`config.mk`:
```
export PLATFORM = sky130hd
export DESIGN_NAME = card_lane_steer
export DESIGN_NICKNAME = d
export VERILOG_FILES = /design/src/rtl/lane_pkg.sv /design/src/rtl/lane_decode.sv /design/src/rtl/read_steer.sv /design/src/rtl/write_steer.sv /design/src/rtl/card_lane_steer.sv
export SDC_FILE = /design/constraint.sdc
export NUM_CORES = 1
export LEC_CHECK = 0
export ABC_CLOCK_PERIOD_IN_PS = 1100
export CAP_MARGIN = 10
export CORE_MARGIN = 2
export CORE_UTILIZATION = 33
export CTS_CLUSTER_DIAMETER = 200
export DETAILED_ROUTE_END_ITERATION = 12
export PLACE_DENSITY = 0.74
export SYNTH_ARGS = -nofsm -noshare
export SYNTH_HDL_FRONTEND = slang
export SYNTH_SLANG_ARGS = --single-unit
```
`constraint.sdc`:
```
create_clock -name clk -period 1.1 [get_ports clk]
set_input_delay 0.22 -clock clk [delete_from_list [all_inputs] [get_ports clk]]
set_output_delay 0.22 -clock clk [all_outputs]
set_load 0.05 [all_outputs]
```
`src/rtl/lane_pkg.sv`:
```
package lane_pkg;
  typedef enum logic [2:0] {
    LM_OFF   = 3'd0,
    LM_EVEN  = 3'd1,
    LM_ODD   = 3'd2,
    LM_UPPER = 3'd3,
    LM_WORD  = 3'd4
  } lane_mode_t;
endpackage

```
`src/rtl/lane_decode.sv`:
```
module lane_decode
  import lane_pkg::*;
(
  input  logic       ce_lo_n,
  input  logic       ce_hi_n,
  input  logic       a0,
  input  logic       oe_n,
  input  logic       we_n,
  output lane_mode_t mode,
  output logic       rd_en,
  output logic       wr_en
);
  always_comb begin
    unique case ({ce_hi_n, ce_lo_n})
      2'b10:   mode = a0 ? LM_ODD : LM_EVEN;
      2'b01:   mode = LM_UPPER;
      2'b00:   mode = LM_WORD;
      default: mode = LM_OFF;
    endcase
  end

  assign rd_en = !oe_n && we_n;
  assign wr_en = !we_n && oe_n;
endmodule

```
`src/rtl/read_steer.sv`:
```
module read_steer
  import lane_pkg::*;
#(
  parameter int DW = 8
) (
  input  lane_mode_t    mode,
  input  logic          rd_en,
  input  logic [DW-1:0] arr_lo,
  input  logic [DW-1:0] arr_hi,
  output logic          lo_oe,
  output logic [DW-1:0] lo_dout,
  output logic          hi_oe,
  output logic [DW-1:0] hi_dout
);
  always_comb begin
    lo_oe   = 1'b0;
    hi_oe   = 1'b0;
    lo_dout = '0;
    hi_dout = '0;
    if (rd_en) begin
      unique case (mode)
        LM_EVEN:  begin lo_oe = 1'b1; lo_dout = arr_lo; end
        LM_ODD:   begin lo_oe = 1'b1; lo_dout = arr_hi; end
        LM_UPPER: begin hi_oe = 1'b1; hi_dout = arr_hi; end
        LM_WORD:  begin
          lo_oe = 1'b1; lo_dout = arr_lo;
          hi_oe = 1'b1; hi_dout = arr_hi;
        end
        default: ;
      endcase
    end
  end
endmodule

```
`src/rtl/write_steer.sv`:
```
module write_steer
  import lane_pkg::*;
#(
  parameter int DW = 8
) (
  input  lane_mode_t    mode,
  input  logic          wr_en,
  input  logic [DW-1:0] lo_din,
  input  logic [DW-1:0] hi_din,
  output logic          lo_we,
  output logic          hi_we,
  output logic [DW-1:0] wr_lo,
  output logic [DW-1:0] wr_hi,
  output logic          lo_sel,
  output logic          hi_sel
);
  always_comb begin
    lo_sel = (mode == LM_EVEN) || (mode == LM_WORD);
    hi_sel = (mode == LM_ODD) || (mode == LM_UPPER) || (mode == LM_WORD);
  end

  assign lo_we = wr_en && lo_sel;
  assign hi_we = wr_en && hi_sel;
  assign wr_lo = lo_din;
  assign wr_hi = (mode == LM_ODD) ? lo_din : hi_din;
endmodule

```
`src/rtl/card_lane_steer.sv`:
```
module card_lane_steer
  import lane_pkg::*;
#(
  parameter int DW = 8
) (
  input  logic          clk,
  input  logic          rst,
  input  logic          ce_lo_n,
  input  logic          ce_hi_n,
  input  logic          a0,
  input  logic          oe_n,
  input  logic          we_n,
  input  logic [DW-1:0] arr_lo,
  input  logic [DW-1:0] arr_hi,
  input  logic [DW-1:0] lo_din,
  input  logic [DW-1:0] hi_din,
  output logic [DW-1:0] lo_dout,
  output logic          lo_oe,
  output logic [DW-1:0] hi_dout,
  output logic          hi_oe,
  output logic [DW-1:0] wr_lo,
  output logic [DW-1:0] wr_hi,
  output logic          lo_we,
  output logic          hi_we,
  output logic          lo_sel,
  output logic          hi_sel,
  output logic          lo_stby,
  output logic          hi_stby
);
  lane_mode_t    mode;
  logic          rd_en, wr_en;
  logic          n_lo_oe, n_hi_oe, n_lo_we, n_hi_we, n_lo_sel, n_hi_sel;
  logic [DW-1:0] n_lo_d, n_hi_d, n_wr_lo, n_wr_hi;

  lane_decode u_dec (
    .ce_lo_n(ce_lo_n), .ce_hi_n(ce_hi_n), .a0(a0), .oe_n(oe_n), .we_n(we_n),
    .mode(mode), .rd_en(rd_en), .wr_en(wr_en)
  );

  read_steer #(.DW(DW)) u_rd (
    .mode(mode), .rd_en(rd_en), .arr_lo(arr_lo), .arr_hi(arr_hi),
    .lo_oe(n_lo_oe), .lo_dout(n_lo_d), .hi_oe(n_hi_oe), .hi_dout(n_hi_d)
  );

  write_steer #(.DW(DW)) u_wr (
    .mode(mode), .wr_en(wr_en), .lo_din(lo_din), .hi_din(hi_din),
    .lo_we(n_lo_we), .hi_we(n_hi_we), .wr_lo(n_wr_lo), .wr_hi(n_wr_hi),
    .lo_sel(n_lo_sel), .hi_sel(n_hi_sel)
  );

  always_ff @(posedge clk) begin
    if (rst) begin
      lo_dout <= '0;   lo_oe  <= 1'b0;
      hi_dout <= '0;   hi_oe  <= 1'b0;
      wr_lo   <= '0;   wr_hi  <= '0;
      lo_we   <= 1'b0; hi_we  <= 1'b0;
      lo_sel  <= 1'b0; hi_sel <= 1'b0;
      lo_stby <= 1'b1; hi_stby <= 1'b1;
    end else begin
      lo_dout <= n_lo_d;   lo_oe  <= n_lo_oe;
      hi_dout <= n_hi_d;   hi_oe  <= n_hi_oe;
      wr_lo   <= n_wr_lo;  wr_hi  <= n_wr_hi;
      lo_we   <= n_lo_we;  hi_we  <= n_hi_we;
      lo_sel  <= n_lo_sel; hi_sel <= n_hi_sel;
      lo_stby <= ce_lo_n;  hi_stby <= ce_hi_n;
    end
  end


  lo_stby_quiet_chk: assert property (@(posedge clk) disable iff (rst)
    lo_stby |-> !lo_oe);

  hi_stby_quiet_chk: assert property (@(posedge clk) disable iff (rst)
    hi_stby |-> !hi_oe);

  no_drive_on_write_chk: assert property (@(posedge clk) disable iff (rst)
    !((lo_oe || hi_oe) && (lo_we || hi_we)));

  drive_needs_read_chk: assert property (@(posedge clk) disable iff (rst)
    (lo_oe || hi_oe) |-> ($past(we_n) && !$past(oe_n)));

  dual_strobe_word_chk: assert property (@(posedge clk) disable iff (rst)
    (lo_we && hi_we) |-> (!lo_stby && !hi_stby));

  byte_mode_single_sel_chk: assert property (@(posedge clk) disable iff (rst)
    (!lo_stby && hi_stby) |-> $onehot0({lo_sel, hi_sel}));
endmodule

```
==> metrics.txt <==
# TYPE chip_impl_metric gauge
chip_impl_metric{name="netlist_instances",unit=""} 115
chip_impl_metric{name="dp_cells",unit=""} 245
chip_impl_metric{name="worstPathArrival",unit="ns"} 0.82
chip_impl_metric{name="fp.dieArea",unit="um^2"} 4690
chip_impl_metric{name="power_leakage",unit="nW"} 1.15
chip_impl_metric{name="number_of_enable_type_register_cells_in_the_synthesized_netlist",unit=""} 0
chip_impl_metric{name="grt_start_max_net_pins",unit=""} 20
chip_impl_info{name="cell_chosen_for_the_clock_root",value="sky130_fd_sc_hd__clkbuf_8"} 1
chip_impl_metric{name="number_of_nets_in_the_synthesized_netlist",unit=""} 154
chip_impl_metric{name="die-height",unit="um"} 68.5
chip_impl_info{name="status",value="completed"} 1
chip_impl_metric{name="layout-drive-gt1-share",unit="%"} 42.2
chip_impl_metric{name="grt_pass1_vias",unit=""} 1140
chip_impl_metric{name="detail_route.wirelength",unit="um"} 3770
chip_impl_metric{name="clock_power_share",unit="%"} 37.2
chip_impl_info{name="worstSetupPathType",value="flip-flop to output pin"} 1
chip_impl_metric{name="htree_levels",unit=""} 2
chip_impl_info{name="cell_with_the_most_instances_after_synthesis",value="sky130_fd_sc_hd__dfxtp_1"} 1
chip_impl_metric{name="power_frac_seq",unit="%"} 42.0
chip_impl_metric{name="global_route.overflow_total",unit=""} 0
chip_impl_metric{name="post-route-util",unit="%"} 70.4
chip_impl_info{name="crit_path_top_delay_cell",value="sky130_fd_sc_hd__dfxtp_1"} 1
chip_impl_metric{name="drc",unit=""} 0
chip_impl_metric{name="critical_path.max_stage_delay",unit="ns"} 0.38
chip_impl_metric{name="vias",unit=""} 1133
chip_impl_metric{name="drt-pass1-iter-count",unit=""} 4
chip_impl_metric{name="cts_buffers",unit=""} 5
chip_impl_metric{name="synth_cell_types",unit=""} 20
chip_impl_metric{name="layoutNonFillerInstCount",unit=""} 254
chip_impl_metric{name="synth_seq_cells",unit=""} 40
chip_impl_metric{name="layout_worst_path_cycle_share",unit="%"} 94.7
chip_impl_info{name="crit_path_end_kind",value="output pin"} 1
chip_impl_metric{name="slew_headroom",unit="%"} 79.9
chip_impl_metric{name="io-pin-count",unit=""} 79
chip_impl_metric{name="grt_util_all_layers",unit="%"} 17.6
chip_impl_metric{name="syn_to_final_growth",unit="%"} 105
chip_impl_metric{name="worst_path_required",unit="ns"} 0.88
chip_impl_metric{name="grt_pass1_wl",unit="um"} 5690
chip_impl_metric{name="maxCapViolCount",unit=""} 0
chip_impl_info{name="worst_hold_path_type",value="input port to flip-flop"} 1
chip_impl_metric{name="clock.fmax",unit="MHz"} 960
chip_impl_metric{name="tns_setup",unit="ns"} 0
chip_impl_metric{name="cts_hold_repair.buffers",unit=""} 0
chip_impl_metric{name="holdPathStages",unit=""} 2
chip_impl_info{name="rsz_0062_raised_after_global_routing",value="false"} 1
chip_impl_metric{name="nFillCells",unit=""} 285
chip_impl_metric{name="worst-path-max-fanout",unit=""} 1
chip_impl_metric{name="comb_power_share",unit="%"} 20.8
chip_impl_info{name="ys_top_cells_by_area",value="sky130_fd_sc_hd__dfxtp_1, sky130_fd_sc_hd__nor2b_1, sky130_fd_sc_hd__mux2_2"} 1
chip_impl_info{name="timing.hold.worst_endpoint",value="lo_sel$_SDFF_PP0_"} 1
chip_impl_metric{name="clock_tree.buffer_depth",unit=""} 2
chip_impl_info{name="yosys.area.top_type",value="sky130_fd_sc_hd__dfxtp_1"} 1
chip_impl_info{name="startpoint_type",value="flip-flop"} 1
chip_impl_metric{name="antenna_found_initial",unit=""} 0
chip_impl_metric{name="timing.final.crit_period",unit="ns"} 1.04
chip_impl_metric{name="vdd_drop_max",unit="mV"} 0.841
chip_impl_metric{name="place.gp.congestion",unit=""} 0.704
chip_impl_metric{name="synth_top_cell_area_share",unit="%"} 58.4
chip_impl_metric{name="die_extent_in_x",unit="um"} 68.5
chip_impl_metric{name="syn-mean-instance-area",unit="um^2"} 11.9
chip_impl_metric{name="final_nets",unit=""} 243
chip_impl_metric{name="drtIter0Drc",unit=""} 22
chip_impl_metric{name="cellPowerDensity",unit="nW/um^2"} 1310
chip_impl_metric{name="total_of_endpoints_with_negative_setup_slack_in_the_final_report",unit=""} 0
chip_impl_metric{name="final_max_slew_viol_count",unit=""} 0
chip_impl_metric{name="floorplan.rows",unit=""} 23
chip_impl_metric{name="switching_power",unit="W"} 0.000872
chip_impl_metric{name="async_reset_ff_share",unit="%"} 0
chip_impl_metric{name="vias_per_cell",unit=""} 4.46
chip_impl_metric{name="final_hpwl_from_detailed_placement",unit="um"} 3000
chip_impl_metric{name="worstPathBufferInverterCount",unit=""} 1
chip_impl_metric{name="numPortBuffers",unit=""} 78
chip_impl_metric{name="n_antenna_cell",unit=""} 0
chip_impl_metric{name="post_drt_wl_per_cell",unit="um"} 14.9
chip_impl_metric{name="clock_transition_time_at_the_flip_flop_clock_pins_of_the_worst_setup_and_hold_paths",unit="ns"} 0.07
chip_impl_info{name="post_synth_most_frequent_cells",value="sky130_fd_sc_hd__dfxtp_1, sky130_fd_sc_hd__nor2b_1"} 1
chip_impl_metric{name="hold_violations",unit=""} 0
chip_impl_metric{name="core_region_area",unit="um^2"} 4000
chip_impl_metric{name="clock-sinks",unit=""} 40
chip_impl_info{name="crit_path_cell_trace",value="buf_12"} 1
chip_impl_metric{name="mapped_cell_area",unit="um^2"} 1370
chip_impl_metric{name="yosys_warnings",unit=""} 0
chip_impl_info{name="prevailing_post_synth_register_cell",value="sky130_fd_sc_hd__dfxtp_1"} 1
chip_impl_metric{name="design_power",unit="W"} 0.00370
chip_impl_metric{name="residual_antenna_violating_net_count_after_detailed_routing",unit=""} 0
chip_impl_info{name="hold_path_startpoint",value="ce_lo_n"} 1
chip_impl_info{name="cts_tree",value="built"} 1
chip_impl_metric{name="power.internal",unit="W"} 0.00282
chip_impl_info{name="critical_path.top_delay_family",value="flip-flops"} 1
chip_impl_metric{name="worst-slew-pin-transition",unit="ns"} 0.300
chip_impl_metric{name="synth.yosys.seq_area_share",unit="%"} 58.4
chip_impl_metric{name="start_util",unit="%"} 34.3
chip_impl_metric{name="netSwitchingFraction",unit="%"} 23.6
## power by group through the flow
| stage | Combinational, W | Clock (W) | Sequential (W) |
|---|---|---|---|
| floorplan | 0.000135 | 0 | 0.00176 |
| global placement | 0.000755 | 0 | 0.00159 |
| detailed placement | 0.000771 | 0 | 0.00159 |
| CTS | 0.000773 | 0.00140 | 0.00155 |
| global route | 0.000800 | 0.00148 | 0.00156 |
| finish | 0.000768 | 0.00137 | 0.00155 |
## routing by layer
metal | up-vias | wire length, um | share of wire [%] | global-route usage (%)
met4 | 0 | 97 | 2.6 | 8.75
met2 | 33 | 2150 | 57 | 28.7
met3 | 9 | 154 | 4.1 | 6.91
met1 | 527 | 1380 | 36 | 19.8
met5 | - | 0 | 0 | 0
li1 | 564 | - | - | -
## kinds of logic after synthesis
group,Yosys count,synth area share [%]
buffers and inverters,8,3.10
muxes,8,6.57
and+or+nand+nor,40,19.5
AOI/OAI and AO/OA,19,12.4
DFF,40,58.4
## area by class of cell
| class | instances | area (um^2) | share of cell area (%) |
|---|---|---|---|
| clock buffer | 5 | 68.8 | 2.44 |
| sequential | 40 | 801 | 28.4 |
| clock inverter | 2 | 60.1 | 2.13 |
| multi-input combinational | 68 | 542 | 19.2 |
| timing repair buffer | 88 | 1280 | 45.4 |
| tap | 50 | 62.6 | 2.22 |
| inverter | 1 | 3.75 | 0.133 |
## sequential cells by signal, summed over array words and instances, names as in the netlist, 8 cells and up
signal and count:
hi_dout 8, lo_dout 8, wr_hi 8, wr_lo 8
## cell usage in the layout (no fill, tap or decap), types with 2 or more instances in the layout
cell,synthesis,layout
sky130_fd_sc_hd__buf_12,0,42
sky130_fd_sc_hd__dfxtp_1,40,40
sky130_fd_sc_hd__clkdlybuf4s50_1,0,32
sky130_fd_sc_hd__nor2b_1,17,17
sky130_fd_sc_hd__mux2_2,8,8
sky130_fd_sc_hd__and2_1,8,8
sky130_fd_sc_hd__nand3_1,8,8
sky130_fd_sc_hd__a21bo_2,8,8
sky130_fd_sc_hd__a21oi_2,8,8
sky130_fd_sc_hd__dlygate4sd2_1,0,6
sky130_fd_sc_hd__clkbuf_8,0,5
sky130_fd_sc_hd__buf_4,0,5
sky130_fd_sc_hd__a211oi_1,2,2
sky130_fd_sc_hd__or2_2,2,2
sky130_fd_sc_hd__or4b_4,1,2
sky130_fd_sc_hd__bufinv_16,0,2
sky130_fd_sc_hd__buf_6,1,2
## through the flow
step	setup slack (ns)	cell area (um^2)	hold slack, ns
2_1_floorplan	0.00578	1370	0.300
3_3_place_gp	-0.433	2670	0.667
3_5_place_dp	-0.484	2670	0.667
4_1_cts	0.0352	2820	0.351
5_1_grt	0.0168	2820	0.378
6_report	0.0585	2820	0.381
## how the worst max path moves through the flow
stage,from,end,cells past startpoint
global placement,ce_lo_n,lo_dout[4]$_SDFF_PP0_,3
finish,hi_dout[0]$_SDFF_PP0_,hi_dout[0],1
detailed placement,ce_lo_n,lo_dout[0]$_SDFF_PP0_,3
global route,lo_dout[2]$_SDFF_PP0_,lo_dout[2],1
CTS,lo_dout[2]$_SDFF_PP0_,lo_dout[2],1
floorplan,a0,wr_hi[0]$_SDFF_PP0_,3
## repair_timing
item,4_1_cts,5_1_grt
setup endpoints to repair,26,0
resized for setup,10,0
buffers inserted,0,0
Power figures use the tool's default switching activity.
